`src/rtl/tapsr_pkg.sv`:
```
package tapsr_pkg;
  // stages in one lookup-table style segment
  localparam int unsigned SEG_LEN = 16;
  localparam int unsigned SEG_AW  = $clog2(SEG_LEN);

  function automatic int unsigned chain_len(input int unsigned nseg);
    return nseg * SEG_LEN;
  endfunction
endpackage

```
`src/rtl/tapsr_segment.sv`:
```
module tapsr_segment
  import tapsr_pkg::*;
(
  input  logic              clk,
  input  logic              rst,
  input  logic              shift_en,
  input  logic              seg_in,
  input  logic [SEG_AW-1:0] seg_addr,
  output logic              seg_tap,
  output logic              seg_last
);
  logic [SEG_LEN-1:0] stage;

  // no reset on contents: maps onto a LUT-based shift register
  always_ff @(posedge clk) begin
    if (shift_en) stage <= {stage[SEG_LEN-2:0], seg_in};
  end

  assign seg_tap  = stage[seg_addr];
  assign seg_last = stage[SEG_LEN-1];


  last_moves_chk: assert property (@(posedge clk) disable iff (rst)
    $past(shift_en) |-> (seg_last === $past(stage[SEG_LEN-2])));


  hold_all_chk: assert property (@(posedge clk) disable iff (rst)
    !$past(shift_en) |-> (stage === $past(stage)));
endmodule

```
`src/rtl/tapsr_outreg.sv`:
```
module tapsr_outreg (
  input  logic clk,
  input  logic rst,
  input  logic shift_en,
  input  logic d,
  output logic q
);
  always_ff @(posedge clk) begin
    if (rst)           q <= 1'b0;
    else if (shift_en) q <= d;
  end


  reset_clears_chk: assert property (@(posedge clk)
    $past(rst) |-> (q == 1'b0));


  outreg_hold_chk: assert property (@(posedge clk) disable iff (rst)
    (!$past(shift_en) && !$past(rst)) |-> (q === $past(q)));
endmodule

```
`src/rtl/tapsr_top.sv`:
```
module tapsr_top
  import tapsr_pkg::*;
#(
  parameter int unsigned N_SEG   = 2,
  parameter bit          OUT_REG = 1'b1,
  localparam int unsigned TOTAL  = chain_len(N_SEG),
  localparam int unsigned AW     = $clog2(TOTAL)
) (
  input  logic          clk,
  input  logic          rst,
  input  logic          shift_en,
  input  logic          ser_in,
  input  logic [AW-1:0] tap_addr,
  output logic          tap_q,
  output logic          chain_out
);
  logic [N_SEG-1:0] seg_head;
  logic [N_SEG-1:0] seg_tap;
  logic [N_SEG-1:0] seg_last;
  logic             tap_comb;

  assign seg_head[0] = ser_in;

  for (genvar s = 0; s < N_SEG; s++) begin : g_seg
    if (s > 0) begin : g_link
      assign seg_head[s] = seg_last[s-1];
    end
    tapsr_segment u_seg (
      .clk      (clk),
      .rst      (rst),
      .shift_en (shift_en),
      .seg_in   (seg_head[s]),
      .seg_addr (tap_addr[SEG_AW-1:0]),
      .seg_tap  (seg_tap[s]),
      .seg_last (seg_last[s])
    );
  end

  if (N_SEG == 1) begin : g_one
    assign tap_comb = seg_tap[0];
  end else begin : g_many
    localparam int unsigned SW = AW - SEG_AW;
    logic [SW-1:0] seg_sel;
    assign seg_sel  = tap_addr[AW-1:SEG_AW];
    assign tap_comb = (int'(seg_sel) < int'(N_SEG)) ? seg_tap[seg_sel] : 1'b0;
  end

  assign chain_out = seg_last[N_SEG-1];

  if (OUT_REG) begin : g_reg
    tapsr_outreg u_out (
      .clk      (clk),
      .rst      (rst),
      .shift_en (shift_en),
      .d        (tap_comb),
      .q        (tap_q)
    );
  end else begin : g_comb
    assign tap_q = tap_comb;
  end


  first_seg_end_chk: assert property (@(posedge clk) disable iff (rst)
    (tap_addr == AW'(SEG_LEN-1)) |-> (tap_comb === seg_last[0]));


  chain_hold_chk: assert property (@(posedge clk) disable iff (rst)
    !$past(shift_en) |-> (chain_out === $past(chain_out)));
endmodule

```
`config.mk`:
```
export PLATFORM = sky130hd
export DESIGN_NAME = tapsr_top
export DESIGN_NICKNAME = d
export VERILOG_FILES = /design/src/rtl/tapsr_pkg.sv /design/src/rtl/tapsr_segment.sv /design/src/rtl/tapsr_outreg.sv /design/src/rtl/tapsr_top.sv
export SDC_FILE = /design/constraint.sdc
export NUM_CORES = 1
export LEC_CHECK = 0
export BUFFER_PORTS_ARGS = -buffer_cell sky130_fd_sc_hd__buf_2
export CORE_MARGIN = 3
export CORE_UTILIZATION = 50
export CTS_CLUSTER_SIZE = 24
export DETAILED_ROUTE_END_ITERATION = 10
export PLACE_DENSITY = 0.65
export SLEW_MARGIN = 20
export SYNTH_ARGS = -nofsm -noshare
export SYNTH_HDL_FRONTEND = slang
export SYNTH_SLANG_ARGS = --single-unit
```
`constraint.sdc`:
```
create_clock -name clk -period 1.4 [get_ports clk]
set_input_delay 0.28 -clock clk [delete_from_list [all_inputs] [get_ports clk]]
set_output_delay 0.28 -clock clk [all_outputs]
set_load 0.03 [all_outputs]
```
**Yosys cells after proc, flatten, opt, wreduce, memory -nomap -nowiden**

Cells that the tools add are included.

- Memories kept: 0
- Word-level logic and storage cells: 11
- Input bits: 9
- Memory bits (read-only): 0
- Register bits after elaboration: 33
- Latch bits: 0
- RAM bits: 0
- Output and inout bits: 2

- Eq/ne operators: 0
- Multiplexer cells: 6
- Bitwise operators: 0
- $mul: 0
- Reductions and logical operators: 0
- Add/sub/neg operators: 0
- Divide/modulo/power cells: 0
- Order comparisons: 2
- Shifts and indexed selects: 0

Operators with widths:

| kind | count |
|---|---|
| $bmux 1 s4 | 2 |
| $lt 4x5->1 const B | 1 |
| $mux 1 | 4 |
| $lt 1x2->1 const B | 1 |

**Longest topological paths before layout**

- Word-level depth: 4
- Gate-level depth with buffers: 7
- Mapped depth without buffers: 5

**By module**

From an unflattened synthesis, not the netlist that was laid out.

- Cell total of the unflattened synthesis: 50
- Area, all modules: 1280.0 sq um

By module, submodules not included:

| module | instances | seq. area each (sq um) | area each (sq um) | cells an instance |
|---|---|---|---|---|
| tapsr_segment | 2 | 480.5 | 615.6 | 23 |
| tapsr_outreg | 1 | 20.0 | 33.8 | 3 |
| tapsr_top | 1 | 0.0 | 15.0 | 1 |

**Worst setup path before layout**

OpenSTA, ideal clock, no wires.

- Kind: reg-to-reg
- From: register g_seg[1].u_seg.stage[15]
- To: register g_reg.u_out.q
- Required time: 1.309 ns
- Buffers on the path: 0
- Setup time: 0.091 ns
- Slack: 0.042 ns
- Clock period less this slack: 1.358 ns
- Cell stages (with the launch flop): 6
- Data arrival time: 1.267 ns
- Path through: edfxtp_1 mux2i_1 a22oi_2 nand3_1 and3_1 a311oi_1

- Cells in the longest elaborated chain, start to end: 4

Ends and longest elaborated chain:

| element | line | text |
|---|---|---|
| start: declaration | tapsr_segment.sv:12 | `logic [SEG_LEN-1:0] stage;` |
| start signal: assignment | tapsr_segment.sv:16 | `if (shift_en) stage <= {stage[SEG_LEN-2:0], seg_in};` |
| $bmux 1 s4 | tapsr_segment.sv:19 | `assign seg_tap = stage[seg_addr];` |
| $mux 1 (not written as such) | tapsr_segment.sv:19 |  |
| $mux 1 (not written as such) (2 in a row) | tapsr_top.sv:45 | `assign tap_comb = (int'(seg_sel) < int'(N_SEG)) ? seg_tap[seg_sel] : 1'b0;` |
| end signal: assignment | tapsr_outreg.sv:9 | `if (rst) q <= 1'b0;` |
| end signal: assignment | tapsr_outreg.sv:10 | `else if (shift_en) q <= d;` |
| end: declaration | tapsr_outreg.sv:6 | `output logic q` |

No other way between the ends. The select of a mux whose other input is x is not followed.
A chain may end at the register's enable or synchronous reset.

**Final worst setup path**

- From: register g_seg[0].u_seg.stage[7]
- To: register g_reg.u_out.q

- Cells in the longest elaborated chain, start to end: 4

Ends and longest elaborated chain:

| element | line |
|---|---|
| start: declaration | tapsr_segment.sv:12 |
| start signal: assignment | tapsr_segment.sv:16 |
| $bmux 1 s4 | tapsr_segment.sv:19 |
| $mux 1 (not written as such) | tapsr_segment.sv:19 |
| $mux 1 (not written as such) (2 in a row) | tapsr_top.sv:45 |

No other way between the ends. The select of a mux whose other input is x is not followed.

==> results by group <==
Clocking
  – Hold buffers post-CTS: 0
  – Reg clk slew, reported paths: 90 ps
  – CTS sink count: 33
  – CTS buffer count: 5
  – Gates resized, CTS repair: 0
  – Clk buf depth: 2
  – Root Buffer: clkbuf_4
  – H-tree levels: 2
  – Post-CTS setup buffer count: 0
  – Worst-skew pair later-pin latency: 330 ps
  – CTS tree: done

Routing
  – Routed WL: 2.012 mm
  – Wirelength per Cell: 15.60 um
  – Starting DRT DRC Count: 16
  – TritonRoute pass-1 iters: 4
  – Routed vias/inst: 5.473
  – Number of antenna-violating nets in the routed design: 0
  – Via count: 706
  – DRC: 0

Timing
  – Worst Max-Slew Pin Slew: 311.0 ps
  – Clk_skew: 6.688 ps
  – Setup TNS: 0 ps
  – Max Slew Vio Count: 0
  – Fmax: 0.7688 GHz
  – Setup violations, final: 0
  – Min Hold Slack: 108.4 ps
  – Tmin final: 1301 ps
  – Final Hold Vio Count: 0
  – Final Cycle Share: 0.9290
  – RSZ-0062 raised after global routing: no
  – Slew HR: 0.7923

Status
  – Status: completed

Yosys
  – Ys async rst share: 0
  – Main flop type after synthesis: edfxtp_1
  – Syn Nets: 86
  – Syn Area/Cell: 17.18 um2
  – Yosys reg bits: 33
  – EDFF count, synth: 32
  – Biggest area consumer among synthesized cells: edfxtp_1
  – Top-area cell type share of the netlist area: 0.7266
  – Area contributors post-synth: edfxtp_1, mux2i_1, a22oi_1
  – Post-synth top cells: edfxtp_1, mux2i_1, nand2_1
  – Mapped Area: 1323 um2
  – Yosys warning count: 0
  – Most common cell in the netlist: edfxtp_1
  – Syn Inst Count: 77
  – Post-synthesis sequential area ratio: 0.7417
  – Count of cell types in the netlist: 17

Layout
  – # diodes: 0
  – Multi-input gate area: 310.3 um2
  – Register area: 980.9 um2
  – Final nets: 107
  – Share of post-route cells with drive strength above 1: 0.2222
  – Area grow syn2layout: 13.25%
  – Final instance area: 1498 um2
  – # fillers: 190
  – Final Core Density: 0.5991

Placed design
  – Placed Area: 1441 um2
  – Port bufs: 10
  – HPWL after detailed placement: 1.359 mm
  – Routability cong.: 0.7411

Setup path
  – R2R Setup Slk: 100 ps
  – Critical Path RT: 1650 ps
  – Slowest cell on the critical path: edfxtp_1
  – Setup CP Type: register to register
  – Cell Chain, Critical Path: mux2i_1 > a211oi_1 > nand3_1 > and3_1 > a311oi_1
  – Delay of the slowest critical-path stage: 370 ps
  – CP endpoint: g_reg.u_out.q
  – R2r endpoint: g_reg.u_out.q
  – CP Capture Type: register
  – R2R depth: 5
  – CP arrival: 1550 ps
  – Critical path peak fanout: 2
  – Critical Path Start: g_seg[0].u_seg.stage[7]
  – Worst Setup Start Kind: register
  – Reg2reg start: g_seg[0].u_seg.stage[7]

Floorplanning
  – Die outline area: 3298 um2
  – Std cell rows: 18
  – Starting Density: 0.5290
  – Die height: 57.43 um
  – I/O pins: 11
  – Area of the core: 2500 um2
  – Chip Width: 57.43 um

Power and ir drop
  – Worst vdd ir: 0.8394 mV
  – Static leakage: 0.0005670 uW
  – Total Power: 1808 uW
  – Power Density: 1207 nW/um2

Flow run
  – Max-cap violations: 0

Global routing
  – Initial antenna violation count: 0
  – Gr ovfl total: 0
  – First-pass GRT wire length: 3.401 mm
  – Vias in the first global route: 680
  – Gr usage total: 0.1429
  – Pin count of the biggest net entering global routing: 35

Hold path
  – HP Class: input port to register
[where the power goes]
part           switching (uW)  internal, uW  total, uW
logic                    79.5          68.3        148
clock network             286           200        486
registers                27.2          1150       1170
[worst min-delay path by stage]
stage / to / cells after the start / slack [ps] / startpoint
4_1_cts: g_reg.u_out.q / 2 / 110 / rst
3_5_place_dp: g_seg[1].u_seg.stage[1] / 0 / 440 / g_seg[1].u_seg.stage[0]
3_3_place_gp: g_seg[0].u_seg.stage[5] / 0 / 430 / g_seg[0].u_seg.stage[4]
2_1_floorplan: g_reg.u_out.q / 1 / 350 / rst
6_report: g_reg.u_out.q / 2 / 110 / rst
5_1_grt: g_reg.u_out.q / 2 / 100 / rst
[per-layer routing]
layer | global-route usage | vias to the layer above | wire (um)
li1 | - | 342 | -
met1 | 0.2120 | 343 | 1014
met2 | 0.1774 | 14 | 833
met3 | 0.06787 | 7 | 128
met4 | 0.05960 | 0 | 35
met5 | 0 | - | 0
[worst max-delay path, delay by kind of cell, from the launching register on]
family           cells  cell delay (ps)
AO/OA/AOI/OAI        2              490
flip-flops           1              370
multiplexers         1               90
AND/OR/NAND/NOR      2              280
[registers in the layout, summed over array words and instances (netlist names)]
name               flops
g_reg.u_out.q          1
g_seg.u_seg.stage     32
[cell usage in the layout, fill, tap and decap left out, drive strengths merged]
| cell | netlist | final |
|---|---|---|
| and2 | 1 | 1 |
| buf | 2 | 16 |
| clkbuf | 0 | 8 |
| dfxtp | 1 | 1 |
| nor2b | 2 | 2 |
| edfxtp | 32 | 32 |
| nand2 | 5 | 5 |
| a22oi | 4 | 4 |
| nand3 | 4 | 4 |
| a311oi | 1 | 1 |
| nor2 | 2 | 2 |
| a21oi | 3 | 3 |
| a211oi | 1 | 1 |
| mux2i | 16 | 16 |
| and3 | 1 | 1 |
| nand2b | 2 | 2 |
[logic make-up after synthesis]
group | share of synthesized area
compound gates | 0.05014
simple gates | 0.06339
flops | 0.7417
mux | 0.1211
buf+inv | 0.02365
[metrics by stage]
stage | std cells | setup slack [ps]
floorplan | 77 | 41.69
global placement | 120 | -35.03
detailed placement | 120 | -93.30
CTS | 128 | 48.45
global route | 129 | 10.84
finish | 129 | 99.34
[area by class of cell]
class / instances / share of cell area
clock buffers: 8 / 0.03258
multi-input cells: 42 / 0.2072
flip-flops and latches: 33 / 0.6550
well taps: 30 / 0.02506
repair buffers: 16 / 0.08020
(Power assumes the default switching activity.)
